<file path="config.mk">
export PLATFORM = sky130hd
export DESIGN_NAME = mr_init_seq
export DESIGN_NICKNAME = d
export VERILOG_FILES = /design/src/rtl/mr_init_pkg.sv /design/src/rtl/mr_step_table.sv /design/src/rtl/mr_delay_timer.sv /design/src/rtl/mr_write_port.sv /design/src/rtl/mr_init_seq.sv
export SDC_FILE = /design/constraint.sdc
export NUM_CORES = 1
export LEC_CHECK = 0
export BUFFER_PORTS_ARGS = -buffer_cell sky130_fd_sc_hd__clkbuf_2
export CELL_PAD_IN_SITES_DETAIL_PLACEMENT = 1
export CELL_PAD_IN_SITES_GLOBAL_PLACEMENT = 1
export CORE_ASPECT_RATIO = 1.2
export CORE_MARGIN = 3
export CORE_UTILIZATION = 25
export CTS_BUF_LIST = sky130_fd_sc_hd__clkbuf_2 sky130_fd_sc_hd__clkbuf_4 sky130_fd_sc_hd__clkbuf_8
export CTS_CLUSTER_DIAMETER = 80
export DETAILED_ROUTE_END_ITERATION = 8
export PLACE_DENSITY_LB_ADDON = 0.1
export SYNTH_ARGS = -nofsm -noshare
export SYNTH_HDL_FRONTEND = slang
export SYNTH_HIERARCHICAL = 1
export SYNTH_SLANG_ARGS = --single-unit
export TNS_END_PERCENT = 100
</file>
<file path="constraint.sdc">
create_clock -name clk -period 7.33 [get_ports clk]
set_input_delay 2.199 -clock clk [delete_from_list [all_inputs] [get_ports clk]]
set_output_delay 2.199 -clock clk [all_outputs]
set_load 0.005 [all_outputs]
</file>
<file path="src/rtl/mr_init_pkg.sv">
package mr_init_pkg;

  typedef struct packed {
    logic       work_set;
    logic       rd_post;
    logic       rd_pre;
    logic       wr_pre;
    logic [1:0] bl;
    logic [2:0] wl;
    logic [2:0] rl;
    logic       dbi_wr;
    logic       dbi_rd;
    logic       wr_post;
    logic       lp4y;
  } mr_cfg_t;

  typedef enum logic [2:0] {
    ST_IDLE, ST_PWR, ST_CKE, ST_ISSUE, ST_RESP, ST_GAP
  } seq_state_t;

  localparam int          STEP_W     = 4;
  localparam int          ADDR_W     = 6;
  localparam logic [2:0]  NWR_CODE   = 3'd5;
  localparam logic [2:0]  DRIVE_CODE = 3'd5;
  localparam logic [7:0]  MR12_VAL   = 8'h5D;

  function automatic int delay_cycles(input int ns, input int clk_ns);
    int c;
    c = (ns + clk_ns - 1) / clk_ns;
    return (c < 1) ? 1 : c;
  endfunction

  function automatic logic [7:0] mr13_op(input logic wr_set, input logic op_set);
    return {op_set, wr_set, 1'b0, 1'b1, 4'b0000};
  endfunction

  function automatic logic [7:0] mr1_op(input mr_cfg_t c);
    return {c.rd_post, NWR_CODE, c.rd_pre, c.wr_pre, c.bl};
  endfunction

  function automatic logic [7:0] mr2_op(input mr_cfg_t c);
    return {2'b00, c.wl, c.rl};
  endfunction

  function automatic logic [7:0] mr3_op(input mr_cfg_t c, input logic invert_dbi);
    return {c.dbi_wr ^ invert_dbi, c.dbi_rd ^ invert_dbi, DRIVE_CODE,
            1'b0, c.wr_post, 1'b0};
  endfunction

  function automatic logic [7:0] mr11_op(input logic set);
    return set ? 8'h04 : 8'h00;
  endfunction

  function automatic logic [7:0] mr14_op(input logic set);
    return set ? 8'h18 : 8'h5D;
  endfunction

  function automatic logic [7:0] mr51_op(input logic lp4y);
    return {4'b0000, lp4y, lp4y, lp4y, 1'b0};
  endfunction

endpackage

</file>
<file path="src/rtl/mr_step_table.sv">
module mr_step_table
  import mr_init_pkg::*;
(
  input  logic [STEP_W-1:0] step,
  input  mr_cfg_t          cfg,
  output logic [ADDR_W-1:0] addr,
  output logic [7:0]       op,
  output logic             skip,
  output logic             gap_after,
  output logic             last
);
  localparam logic [STEP_W-1:0] LAST_STEP = STEP_W'(15);

  always_comb begin
    addr      = '0;
    op        = '0;
    skip      = 1'b0;
    gap_after = 1'b0;
    unique case (step)
      4'd0:  begin addr = 6'd13; op = mr13_op(cfg.work_set, ~cfg.work_set); gap_after = 1'b1; end
      4'd1:  begin addr = 6'd1;  op = mr1_op(cfg); end
      4'd2:  begin addr = 6'd2;  op = mr2_op(cfg); end
      4'd3:  begin addr = 6'd3;  op = mr3_op(cfg, 1'b0); end
      4'd4:  begin addr = 6'd11; op = mr11_op(cfg.work_set); end
      4'd5:  begin addr = 6'd12; op = MR12_VAL; end
      4'd6:  begin addr = 6'd14; op = mr14_op(cfg.work_set); end
      4'd7:  begin addr = 6'd51; op = mr51_op(cfg.lp4y); skip = ~cfg.lp4y; gap_after = 1'b1; end
      4'd8:  begin addr = 6'd13; op = mr13_op(~cfg.work_set, cfg.work_set); gap_after = 1'b1; end
      4'd9:  begin addr = 6'd1;  op = mr1_op(cfg); end
      4'd10: begin addr = 6'd2;  op = mr2_op(cfg); end
      4'd11: begin addr = 6'd3;  op = mr3_op(cfg, 1'b1); end
      4'd12: begin addr = 6'd11; op = mr11_op(cfg.work_set); end
      4'd13: begin addr = 6'd12; op = MR12_VAL; end
      4'd14: begin addr = 6'd14; op = mr14_op(cfg.work_set); end
      default: begin addr = 6'd13; op = mr13_op(cfg.work_set, cfg.work_set); end
    endcase
  end

  assign last = (step == LAST_STEP);

endmodule

</file>
<file path="src/rtl/mr_delay_timer.sv">
module mr_delay_timer #(
  parameter int CNT_W = 8
) (
  input  logic             clk,
  input  logic             rst_n,
  input  logic             load,
  input  logic [CNT_W-1:0] load_val,
  output logic             expire
);
  logic [CNT_W-1:0] cnt;

  always_ff @(posedge clk or negedge rst_n) begin
    if (!rst_n)            cnt <= '0;
    else if (load)         cnt <= load_val;
    else if (cnt != '0)    cnt <= cnt - 1'b1;
  end

  assign expire = (cnt == CNT_W'(1));

  AST_TIMER_IDLE_STAYS: assert property (@(posedge clk) disable iff (!rst_n)
    (cnt == '0 && !load) |=> (cnt == '0));
  AST_TIMER_LOAD_TAKES: assert property (@(posedge clk) disable iff (!rst_n)
    load |=> (cnt == $past(load_val)));

endmodule

</file>
<file path="src/rtl/mr_write_port.sv">
module mr_write_port
  import mr_init_pkg::*;
(
  input  logic              clk,
  input  logic              rst_n,
  input  logic              issue,
  input  logic              rank_in,
  input  logic [ADDR_W-1:0] addr_in,
  input  logic [7:0]        op_in,
  input  logic              mrw_resp,
  output logic              mrw_rank,
  output logic [ADDR_W-1:0] mrw_addr,
  output logic [7:0]        mrw_op,
  output logic              mrw_en,
  output logic              complete
);
  always_ff @(posedge clk or negedge rst_n) begin
    if (!rst_n) begin
      mrw_rank <= 1'b0;
      mrw_addr <= '0;
      mrw_op   <= '0;
      mrw_en   <= 1'b0;
    end else if (issue) begin
      mrw_rank <= rank_in;
      mrw_addr <= addr_in;
      mrw_op   <= op_in;
      mrw_en   <= 1'b1;
    end else if (mrw_en && mrw_resp) begin
      mrw_en   <= 1'b0;
    end
  end

  assign complete = mrw_en && mrw_resp;

  AST_EN_HELD: assert property (@(posedge clk) disable iff (!rst_n)
    (mrw_en && !mrw_resp) |=> mrw_en);
  AST_EN_DROPS: assert property (@(posedge clk) disable iff (!rst_n)
    (mrw_en && mrw_resp) |=> !mrw_en);
  AST_FIELDS_STEADY: assert property (@(posedge clk) disable iff (!rst_n)
    (mrw_en && !mrw_resp) |=> ($stable(mrw_addr) && $stable(mrw_op) && $stable(mrw_rank)));

endmodule

</file>
<file path="src/rtl/mr_init_seq.sv">
module mr_init_seq
  import mr_init_pkg::*;
#(
  parameter int CLK_NS = 10,
  parameter int PWR_NS = 200,
  parameter int CKE_NS = 400,
  parameter int GAP_NS = 15
) (
  input  logic       clk,
  input  logic       rst_n,
  input  logic       start,
  input  logic       cfg_work_set,
  input  logic       cfg_rd_post,
  input  logic       cfg_rd_pre,
  input  logic       cfg_wr_pre,
  input  logic [1:0] cfg_bl,
  input  logic [2:0] cfg_wl,
  input  logic [2:0] cfg_rl,
  input  logic       cfg_dbi_wr,
  input  logic       cfg_dbi_rd,
  input  logic       cfg_wr_post,
  input  logic       cfg_lp4y,
  output logic       mrw_rank,
  output logic [5:0] mrw_addr,
  output logic [7:0] mrw_op,
  output logic       mrw_en,
  input  logic       mrw_resp,
  output logic [1:0] cke_force,
  output logic       refresh_en,
  output logic       done
);
  localparam int PWR_CYC = delay_cycles(PWR_NS, CLK_NS);
  localparam int CKE_CYC = delay_cycles(CKE_NS, CLK_NS);
  localparam int GAP_CYC = delay_cycles(GAP_NS, CLK_NS);
  localparam int MAX_CYC = (PWR_CYC > CKE_CYC) ? ((PWR_CYC > GAP_CYC) ? PWR_CYC : GAP_CYC)
                                               : ((CKE_CYC > GAP_CYC) ? CKE_CYC : GAP_CYC);
  localparam int CNT_W   = $clog2(MAX_CYC + 1);

  mr_cfg_t cfg;
  assign cfg = '{work_set: cfg_work_set, rd_post: cfg_rd_post, rd_pre: cfg_rd_pre,
                 wr_pre: cfg_wr_pre, bl: cfg_bl, wl: cfg_wl, rl: cfg_rl,
                 dbi_wr: cfg_dbi_wr, dbi_rd: cfg_dbi_rd, wr_post: cfg_wr_post,
                 lp4y: cfg_lp4y};

  seq_state_t        state, state_nx;
  logic [STEP_W-1:0] step;
  logic              rank;

  // named internal events
  logic              timer_load, timer_expire, issue_wr, wr_complete;
  logic              step_advance, rank_finished, seq_finished, start_taken;
  logic [CNT_W-1:0]  timer_val;
  logic [ADDR_W-1:0] tbl_addr;
  logic [7:0]        tbl_op;
  logic              tbl_skip, tbl_gap, tbl_last;

  mr_step_table u_table (
    .step(step), .cfg(cfg), .addr(tbl_addr), .op(tbl_op),
    .skip(tbl_skip), .gap_after(tbl_gap), .last(tbl_last)
  );

  mr_delay_timer #(.CNT_W(CNT_W)) u_timer (
    .clk(clk), .rst_n(rst_n), .load(timer_load), .load_val(timer_val),
    .expire(timer_expire)
  );

  mr_write_port u_port (
    .clk(clk), .rst_n(rst_n), .issue(issue_wr), .rank_in(rank),
    .addr_in(tbl_addr), .op_in(tbl_op), .mrw_resp(mrw_resp),
    .mrw_rank(mrw_rank), .mrw_addr(mrw_addr), .mrw_op(mrw_op),
    .mrw_en(mrw_en), .complete(wr_complete)
  );

  always_comb begin
    logic step_over;
    state_nx     = state;
    timer_load   = 1'b0;
    timer_val    = '0;
    issue_wr     = 1'b0;
    step_advance = 1'b0;
    step_over    = 1'b0;
    start_taken  = 1'b0;
    unique case (state)
      ST_IDLE:  if (start) begin
                  start_taken = 1'b1;
                  state_nx    = ST_PWR;
                  timer_load  = 1'b1;
                  timer_val   = CNT_W'(PWR_CYC);
                end
      ST_PWR:   if (timer_expire) begin
                  state_nx   = ST_CKE;
                  timer_load = 1'b1;
                  timer_val  = CNT_W'(CKE_CYC);
                end
      ST_CKE:   if (timer_expire) state_nx = ST_ISSUE;
      ST_ISSUE: if (tbl_skip) step_over = 1'b1;
                else begin
                  issue_wr = 1'b1;
                  state_nx = ST_RESP;
                end
      ST_RESP:  if (wr_complete) step_over = 1'b1;
      ST_GAP:   if (timer_expire) step_advance = 1'b1;
      default:  state_nx = ST_IDLE;
    endcase

    if (step_over) begin
      if (tbl_gap) begin
        state_nx   = ST_GAP;
        timer_load = 1'b1;
        timer_val  = CNT_W'(GAP_CYC);
      end else begin
        step_advance = 1'b1;
      end
    end

    if (step_advance) begin
      if (!tbl_last)      state_nx = ST_ISSUE;
      else if (rank)      state_nx = ST_IDLE;
      else begin
        state_nx   = ST_CKE;
        timer_load = 1'b1;
        timer_val  = CNT_W'(CKE_CYC);
      end
    end
  end

  assign rank_finished = step_advance && tbl_last;
  assign seq_finished  = rank_finished && rank;

  always_ff @(posedge clk or negedge rst_n) begin
    if (!rst_n) begin
      state      <= ST_IDLE;
      step       <= '0;
      rank       <= 1'b0;
      cke_force  <= 2'b00;
      refresh_en <= 1'b0;
      done       <= 1'b0;
    end else begin
      state <= state_nx;
      if (start_taken) begin
        done       <= 1'b0;
        refresh_en <= 1'b0;
        rank       <= 1'b0;
        step       <= '0;
      end
      if (state == ST_PWR && timer_expire) cke_force <= 2'b01;
      if (step_advance) step <= tbl_last ? '0 : step + 1'b1;
      if (rank_finished) begin
        if (rank) begin
          cke_force  <= 2'b00;
          refresh_en <= 1'b1;
          done       <= 1'b1;
        end else begin
          rank      <= 1'b1;
          cke_force <= 2'b10;
        end
      end
    end
  end

  AST_CKE_ONE_RANK: assert property (@(posedge clk) disable iff (!rst_n)
    $onehot0(cke_force));
  AST_WRITE_UNDER_CKE: assert property (@(posedge clk) disable iff (!rst_n)
    mrw_en |-> (cke_force[mrw_rank] && $countones(cke_force) == 1));
  AST_REFRESH_AFTER_BOTH: assert property (@(posedge clk) disable iff (!rst_n)
    refresh_en |-> (done && cke_force == 2'b00 && !mrw_en));
  AST_BUSY_START_IGNORED: assert property (@(posedge clk) disable iff (!rst_n)
    (start && state != ST_IDLE && state != ST_PWR) |=> (state != ST_PWR));
  AST_DONE_HOLDS: assert property (@(posedge clk) disable iff (!rst_n)
    (done && !start) |=> (done && refresh_en));

endmodule

</file>
==> results.json, run 1 <==
{
  "clk_latency_ns": 0.29,
  "drive_gt1_frac": 0.297,
  "required_ns": 7.49,
  "syn_nets": 238,
  "pwr-share-comb": 0.397,
  "postSynthRegisterBits": 34,
  "endpoint_kind": "flip-flop",
  "synth_cells": 215,
  "intPower_uw": 452,
  "portBuffers": 39,
  "hold-path-endpoint": "refresh_en$_DFF_PN0_",
  "worst_pin_slew_ns": 1.13,
  "crit_type": "in2reg",
  "nets": 269,
  "drc": 0,
  "power_leakage_uw": 0.00111,
  "multi_input_area_mm2": 0.00115,
  "hpwl_mm": 4.14,
  "post_cts_buffers": 0,
  "synthToLayoutAreaGrowth_pct": 13.5,
  "ys.flop_type": "dfrtp_1",
  "start_util": 0.262,
  "status": "completed",
  "p_seq_frac": 0.417,
  "cts_resized": 0,
  "dieArea_mm2": 0.00985,
  "grt_overflow": 0,
  "grtUsageTotal": 0.124,
  "hold_path.class": "reg2reg",
  "whs_path_depth": 1,
  "min_from": "refresh_en$_DFF_PN0_",
  "p_switching_uw": 271,
  "maxSlewViolCount": 0,
  "via_count": 1726,
  "r2r-start": "step[2]$_DFFE_PN0P_",
  "whs_ns": 0.507,
  "finalCritPeriodShare": 0.503,
  "post_drt_wl_per_cell_um": 16.1,
  "core_area_mm2": 0.00829,
  "maxCapViolations": 0,
  "antenna_cells": 0,
  "antenna_left": 0,
  "skew_ns": 0.0114,
  "gp_congestion": 0.753,
  "grt_pass1_vias": 1832,
  "p_sw_frac": 0.375,
  "clockBufferDepth": 2,
  "rr_endpoint": "u_timer/cnt[4]$_DFFE_PN0P_",
  "ir_drop_mv": 0.0643,
  "synthArstFlopShare": 1.00,
  "power_frac_clock": 0.187,
  "min_period_ns": 3.69,
  "die_w_um": 91.1,
  "clkTransAtPathRegs_ns": 0.08,
  "worstRegToRegCells": 9,
  "rsz0062_at_grt": "false",
  "die_h_um": 108,
  "syn_area_mm2": 0.00217,
  "cts_sinks": 34,
  "final_common_cell": "clkbuf_2",
  "drt-total-wl_mm": 5.81,
  "hold_viol_final": 0,
  "power-per-cell-area_mw_per_mm2": 293,
  "fin_area_mm2": 0.00247,
  "first_pass_iters": 4,
  "io_pins": 40,
  "antenna_found_initial": 0,
  "regArea_um2": 851,
  "slew_headroom": 0.243,
  "via_per_inst": 4.79,
  "synth_edf_count": 0,
  "syn_avg_cell_area_um2": 10.1,
  "postCtsHoldBufs": 0,
  "r2r_slack_ns": 4.04,
  "finalSetupTns_ns": 0,
  "dpl_cell_area_mm2": 0.00239,
  "grt_start_max_net_pins": 35,
  "mostFrequentLayoutCells": "39 x clkbuf_2, 34 x dfrtp_1, 16 x nand2_1, 12 x inv_1, 12 x nor2_1",
  "nFillCells": 1012,
  "synth_warnings": 6,
  "max_clock_freq_mhz": 271,
  "critical_path_arrival_ns": 3.85,
  "htree_num_levels": 2,
  "synthDistinctLibCells": 58,
  "ys_seq_area_frac": 0.391,
  "drtIter0Drc": 47,
  "cp-start-kind": "input pin",
  "grt_pass1_wl_mm": 9.62,
  "setup_viol": 0,
  "cts_tree": "done",
  "crit_fanout": 11,
  "cts_root_buf": "clkbuf_8",
  "numCtsBuffers": 5,
  "std_cell_rows": 36
}
[critical path: stages]
cell and delay, ns:
clkbuf_2 0.10, nor2_1 0.24, nand4b_2 0.18, and2_2 0.21
o211ai_1 0.61, inv_1 0.13, nor2_1 0.12, a31oi_1 0.05
[final cells by class]
type | instances | area share
sequential | 34 | 0.345
clock inverter | 2 | 0.00406
timing repair buffer | 39 | 0.0791
multi-input combinational | 154 | 0.468
inverter | 12 | 0.0183
tap | 114 | 0.0578
clock buffer | 5 | 0.0279
[cell usage after synthesis, types with 3 or more instances]
cell type,count,share of area
nor2_1,13,0.022
buf_6,5,0.026
or3_1,3,0.0086
nand2b_1,3,0.0086
nor3_1,5,0.012
clkbuf_1,3,0.0052
o21ai_0,11,0.025
buf_2,3,0.0069
inv_1,12,0.021
a21oi_1,6,0.014
buf_4,3,0.010
o31ai_1,3,0.010
mux2_4,9,0.062
o221ai_1,3,0.012
a22oi_1,3,0.010
o22ai_1,4,0.012
nand3_1,3,0.0069
dfrtp_1,34,0.39
nor3b_1,4,0.014
ha_1,3,0.017
a22o_1,4,0.016
a21boi_0,3,0.010
nand2_1,16,0.028
mux2_2,8,0.041
a31oi_1,3,0.0086
nor2b_1,6,0.017
[flip-flops by register name (all words and copies together) (netlist names)]
| signal | count |
|---|---|
| refresh_en | 1 |
| u_port/mrw_addr | 6 |
| u_port/mrw_op | 8 |
| state | 3 |
| step | 4 |
| u_port/mrw_en | 1 |
| cke_force | 2 |
| u_port/mrw_rank | 1 |
| done | 1 |
| u_timer/cnt | 6 |
| rank | 1 |
[worst max-delay path by stage]
stage	start	to	slack, ns	cells after the start
5_1_grt	cfg_lp4y	u_timer/cnt[4]$_DFFE_PN0P_	3.38	8
4_1_cts	cfg_lp4y	u_timer/cnt[4]$_DFFE_PN0P_	3.62	8
3_3_place_gp	cfg_lp4y	u_timer/cnt[4]$_DFFE_PN0P_	3.37	8
3_5_place_dp	cfg_lp4y	u_timer/cnt[4]$_DFFE_PN0P_	3.32	8
2_1_floorplan	cfg_lp4y	u_timer/cnt[4]$_DFFE_PN0P_	3.81	8
6_report	cfg_lp4y	u_timer/cnt[4]$_DFFE_PN0P_	3.64	8
[per-stage QoR]
stage          total power (uW)  cells  setup WS [ns]   util
6_report                    723    360           3.64  0.298
5_1_grt                     790    360           3.38  0.298
3_3_place_gp                601    353           3.37  0.288
2_1_floorplan               533    215           3.81      -
4_1_cts                     740    360           3.62  0.298
3_5_place_dp                601    353           3.32  0.288
[metal layers]
metal | routed length (um) | track usage
met5 | 0 | 0
met2 | 2890 | 0.221
met4 | 75 | 0.0388
met3 | 256 | 0.0264
met1 | 2590 | 0.148
[power by group through the flow]
stage / Clock, uW / Sequential [uW] / Combinational (uW)
final: 135 / 301 / 287
after global routing: 150 / 315 / 325
after CTS: 142 / 304 / 294
after detailed placement: 0 / 309 / 292
after global placement: 0 / 308 / 293
after floorplan: 0 / 276 / 257
[logic make-up (layout without fill, tap and decap cells)]
family,after synthesis,count (layout),synth area share
other,1,1,0.00173
AOI/OAI and AO/OA,60,60,0.201
xor gates and xnor gates,4,4,0.0161
adders and majority gates,3,3,0.0173
buffers and inverters,27,58,0.0783
and+or+nand+nor,68,68,0.185
DFF,34,34,0.391
muxes,18,18,0.108
Power figures use the tool's default switching activity.
==> run 2: changes to the inputs <==
ABC_AREA = 1   (was default)
clock period = 3.75 ns   (was 7.33 ns; I/O delays follow)
==> run 2 against run 1 <==
Routed wire length decreased by 1.6%. Hold slack got worse by 0.033 ns. Sequential power increased by 93%. Register-to-register slack got worse by 2.9 ns. Critical path depth increased by 6. Synthesized area increased by 0.69%.
==> results.json, run 2 <==
{
  "status": "completed",
  "yosysMostFrequentCell": "nand2_1",
  "dpl_cell_area_mm2": 0.00246,
  "syn_area_mm2": 0.00219,
  "largest_reg_flops": 8,
  "power_leakage_uw": 0.00142,
  "cts_root_buf": "clkbuf_8",
  "post_cts_buffers": 0,
  "regArea_um2": 851,
  "antenna_left": 0,
  "core_area_mm2": 0.00833,
  "grt_start_max_net_pins": 35,
  "io_pins": 40,
  "fin_area_mm2": 0.00256,
  "min_from": "u_port/mrw_op[0]$_DFFE_PN0P_",
  "gp_congestion": 0.770,
  "synth_warnings": 6,
  "grt_pass1_wl_mm": 9.78,
  "synthDistinctLibCells": 34,
  "synthTopCellsByCount": "117 x nand2_1, 34 x dfrtp_1, 26 x inv_1",
  "mostFrequentLayoutCells": "117 x nand2_1, 39 x clkbuf_2, 34 x dfrtp_1, 26 x inv_1, 24 x nand3_1",
  "drtIter0Drc": 57,
  "slew_headroom": 0.390,
  "drive_gt1_frac": 0.254,
  "rr_endpoint": "u_timer/cnt[5]$_DFFE_PN0P_",
  "dieArea_mm2": 0.00992,
  "netlist.area_leader.share": 0.389,
  "top_regs": "u_port/mrw_op x8, u_port/mrw_addr x6, u_timer/cnt x6",
  "maxCapViolations": 0,
  "clockBufferDepth": 2,
  "cts_sinks": 34,
  "cts_resized": 0,
  "hold_path.class": "reg2reg",
  "numCtsBuffers": 5,
  "crit_fanout": 11,
  "synth_area_leaders": "dfrtp_1 39%, nand2_1 20%, nand3_1 5.5%",
  "syn_avg_cell_area_um2": 7.29,
  "multi_input_area_mm2": 0.00112,
  "synthToLayoutAreaGrowth_pct": 16.8,
  "critical_path_arrival_ns": 2.76,
  "finalSetupTns_ns": 0,
  "syn_nets": 323,
  "post_drt_wl_per_cell_um": 12.5,
  "rsz0062_at_grt": "false",
  "cts_tree": "done",
  "worstRegToRegCells": 14,
  "whs_path_depth": 2,
  "setup_viol": 0,
  "grtUsageTotal": 0.123,
  "power-per-cell-area_mw_per_mm2": 572,
  "htree_num_levels": 2,
  "endpoint_kind": "flip-flop",
  "required_ns": 3.93,
  "crit_type": "reg2reg",
  "finalCritPeriodShare": 0.688,
  "drc": 0,
  "worst_pin_slew_ns": 0.915,
  "final_common_cell": "nand2_1",
  "std_cell_rows": 36,
  "top_register": "u_port/mrw_op",
  "ys.flop_type": "dfrtp_1",
  "postSynthRegisterBits": 34,
  "die_w_um": 91.4,
  "cp-start-kind": "flip-flop",
  "min_period_ns": 2.58,
  "antenna_cells": 0,
  "max_clock_freq_mhz": 387,
  "synth_cells": 300,
  "hpwl_mm": 4.50,
  "postCtsHoldBufs": 0,
  "antenna_found_initial": 0,
  "nets": 364,
  "hold-path-endpoint": "u_port/mrw_op[0]$_DFFE_PN0P_",
  "skew_ns": 0.00733,
  "maxSlewViolCount": 0,
  "clkTransAtPathRegs_ns": 0.07,
  "synth_edf_count": 0,
  "first_pass_iters": 3,
  "synthArstFlopShare": 1.00,
  "ir_drop_mv": 0.233,
  "hold_viol_final": 0,
  "start_util": 0.263,
  "portBuffers": 39,
  "synth_top_area_cell": "dfrtp_1",
  "ys_seq_area_frac": 0.389,
  "via_per_inst": 4.28,
  "die_h_um": 108,
  "via_count": 1951,
  "r2r_slack_ns": 1.17,
  "grt_pass1_vias": 2047,
  "clk_latency_ns": 0.28,
  "r2r-start": "step[1]$_DFFE_PN0P_",
  "p_total_uw": 1460,
  "drt-total-wl_mm": 5.72,
  "nFillCells": 1076,
  "grt_overflow": 0
}
==> run 2: cell types whose count changed in the layout (fill, tap and decap cells not counted), sizes merged, moves of 4 or more <==
cell   delta
nor2b     -7
a22o      -4
nor2     +20
inv      +21
nand2   +110
nand3    +25
mux2     -17
nor3b     -4
o22ai     -4
nand4     +8
==> run 2: kinds of logic (layout without fill, tap and decap cells) <==
| kind of cell | Yosys count | count (layout) | share of synthesized area |
|---|---|---|---|
| and+or+nand+nor | 203 | 203 | 0.439 |
| buffers and inverters | 41 | 83 | 0.102 |
| DFF | 34 | 34 | 0.389 |
| AOI/OAI and AO/OA | 15 | 15 | 0.0389 |
| adders and majority gates | 3 | 3 | 0.0172 |
| xor gates and xnor gates | 2 | 2 | 0.00801 |
| other | 1 | 1 | 0.00171 |
| muxes | 1 | 1 | 0.00457 |
==> run 2: how the worst max path moves through the flow <==
stage / slack, ns / end / cells after the start / startpoint
after CTS: 1.14 / u_timer/cnt[5]$_DFFE_PN0P_ / 14 / step[1]$_DFFE_PN0P_
after global routing: 0.91 / u_timer/cnt[5]$_DFFE_PN0P_ / 14 / step[1]$_DFFE_PN0P_
final: 1.17 / u_timer/cnt[5]$_DFFE_PN0P_ / 14 / step[1]$_DFFE_PN0P_
after global placement: 0.93 / u_timer/cnt[5]$_DFFE_PN0P_ / 12 / cfg_lp4y
after detailed placement: 0.90 / u_timer/cnt[5]$_DFFE_PN0P_ / 12 / cfg_lp4y
after floorplan: 1.35 / u_timer/cnt[5]$_DFFE_PN0P_ / 12 / cfg_lp4y
==> run 2: area by class of cell <==
type                    instances  share of cell area
clock buffers                   7              0.0352
well taps                     114              0.0558
repair buffers                 41              0.0822
multi-input cells             225               0.439
inverters                      34              0.0534
flip-flops and latches         34               0.333
clock inverters                 1             0.00196
==> run 2: worst max-delay path: stages (launching register included) <==
cell	delay, ns
dfrtp_1	0.63
nand2_4	0.14
clkinv_2	0.12
nand3_4	0.11
nor2_1	0.19
nand4_1	0.16
nand2_1	0.12
nand2_1	0.09
nand2_4	0.12
nand3_2	0.10
nand2_1	0.25
inv_2	0.12
or2_0	0.21
nand2_1	0.08
a21oi_2	0.03
==> run 2: metal layers <==
metal  track usage  wire length [um]
met4        0.0388                62
met2         0.214              2760
met1         0.152              2720
met3        0.0244               177
met5             0                 0
==> run 2: stage by stage <==
stage	setup slack, ns	hold slack (ns)	cells	util
5_1_grt	0.911	0.501	456	0.307
3_3_place_gp	0.934	0.456	448	0.295
4_1_cts	1.14	0.477	456	0.307
6_report	1.17	0.474	456	0.307
3_5_place_dp	0.901	0.458	448	0.295
2_1_floorplan	1.35	0.464	300	-
==> run 2: report_power, final <==
group	internal, uW	total [uW]	switching [uW]	leakage, uW
clock network	155	287	131	0.0000517
logic	230	594	364	0.000933
registers	477	580	104	0.000436
total	862	1460	599	0.00142
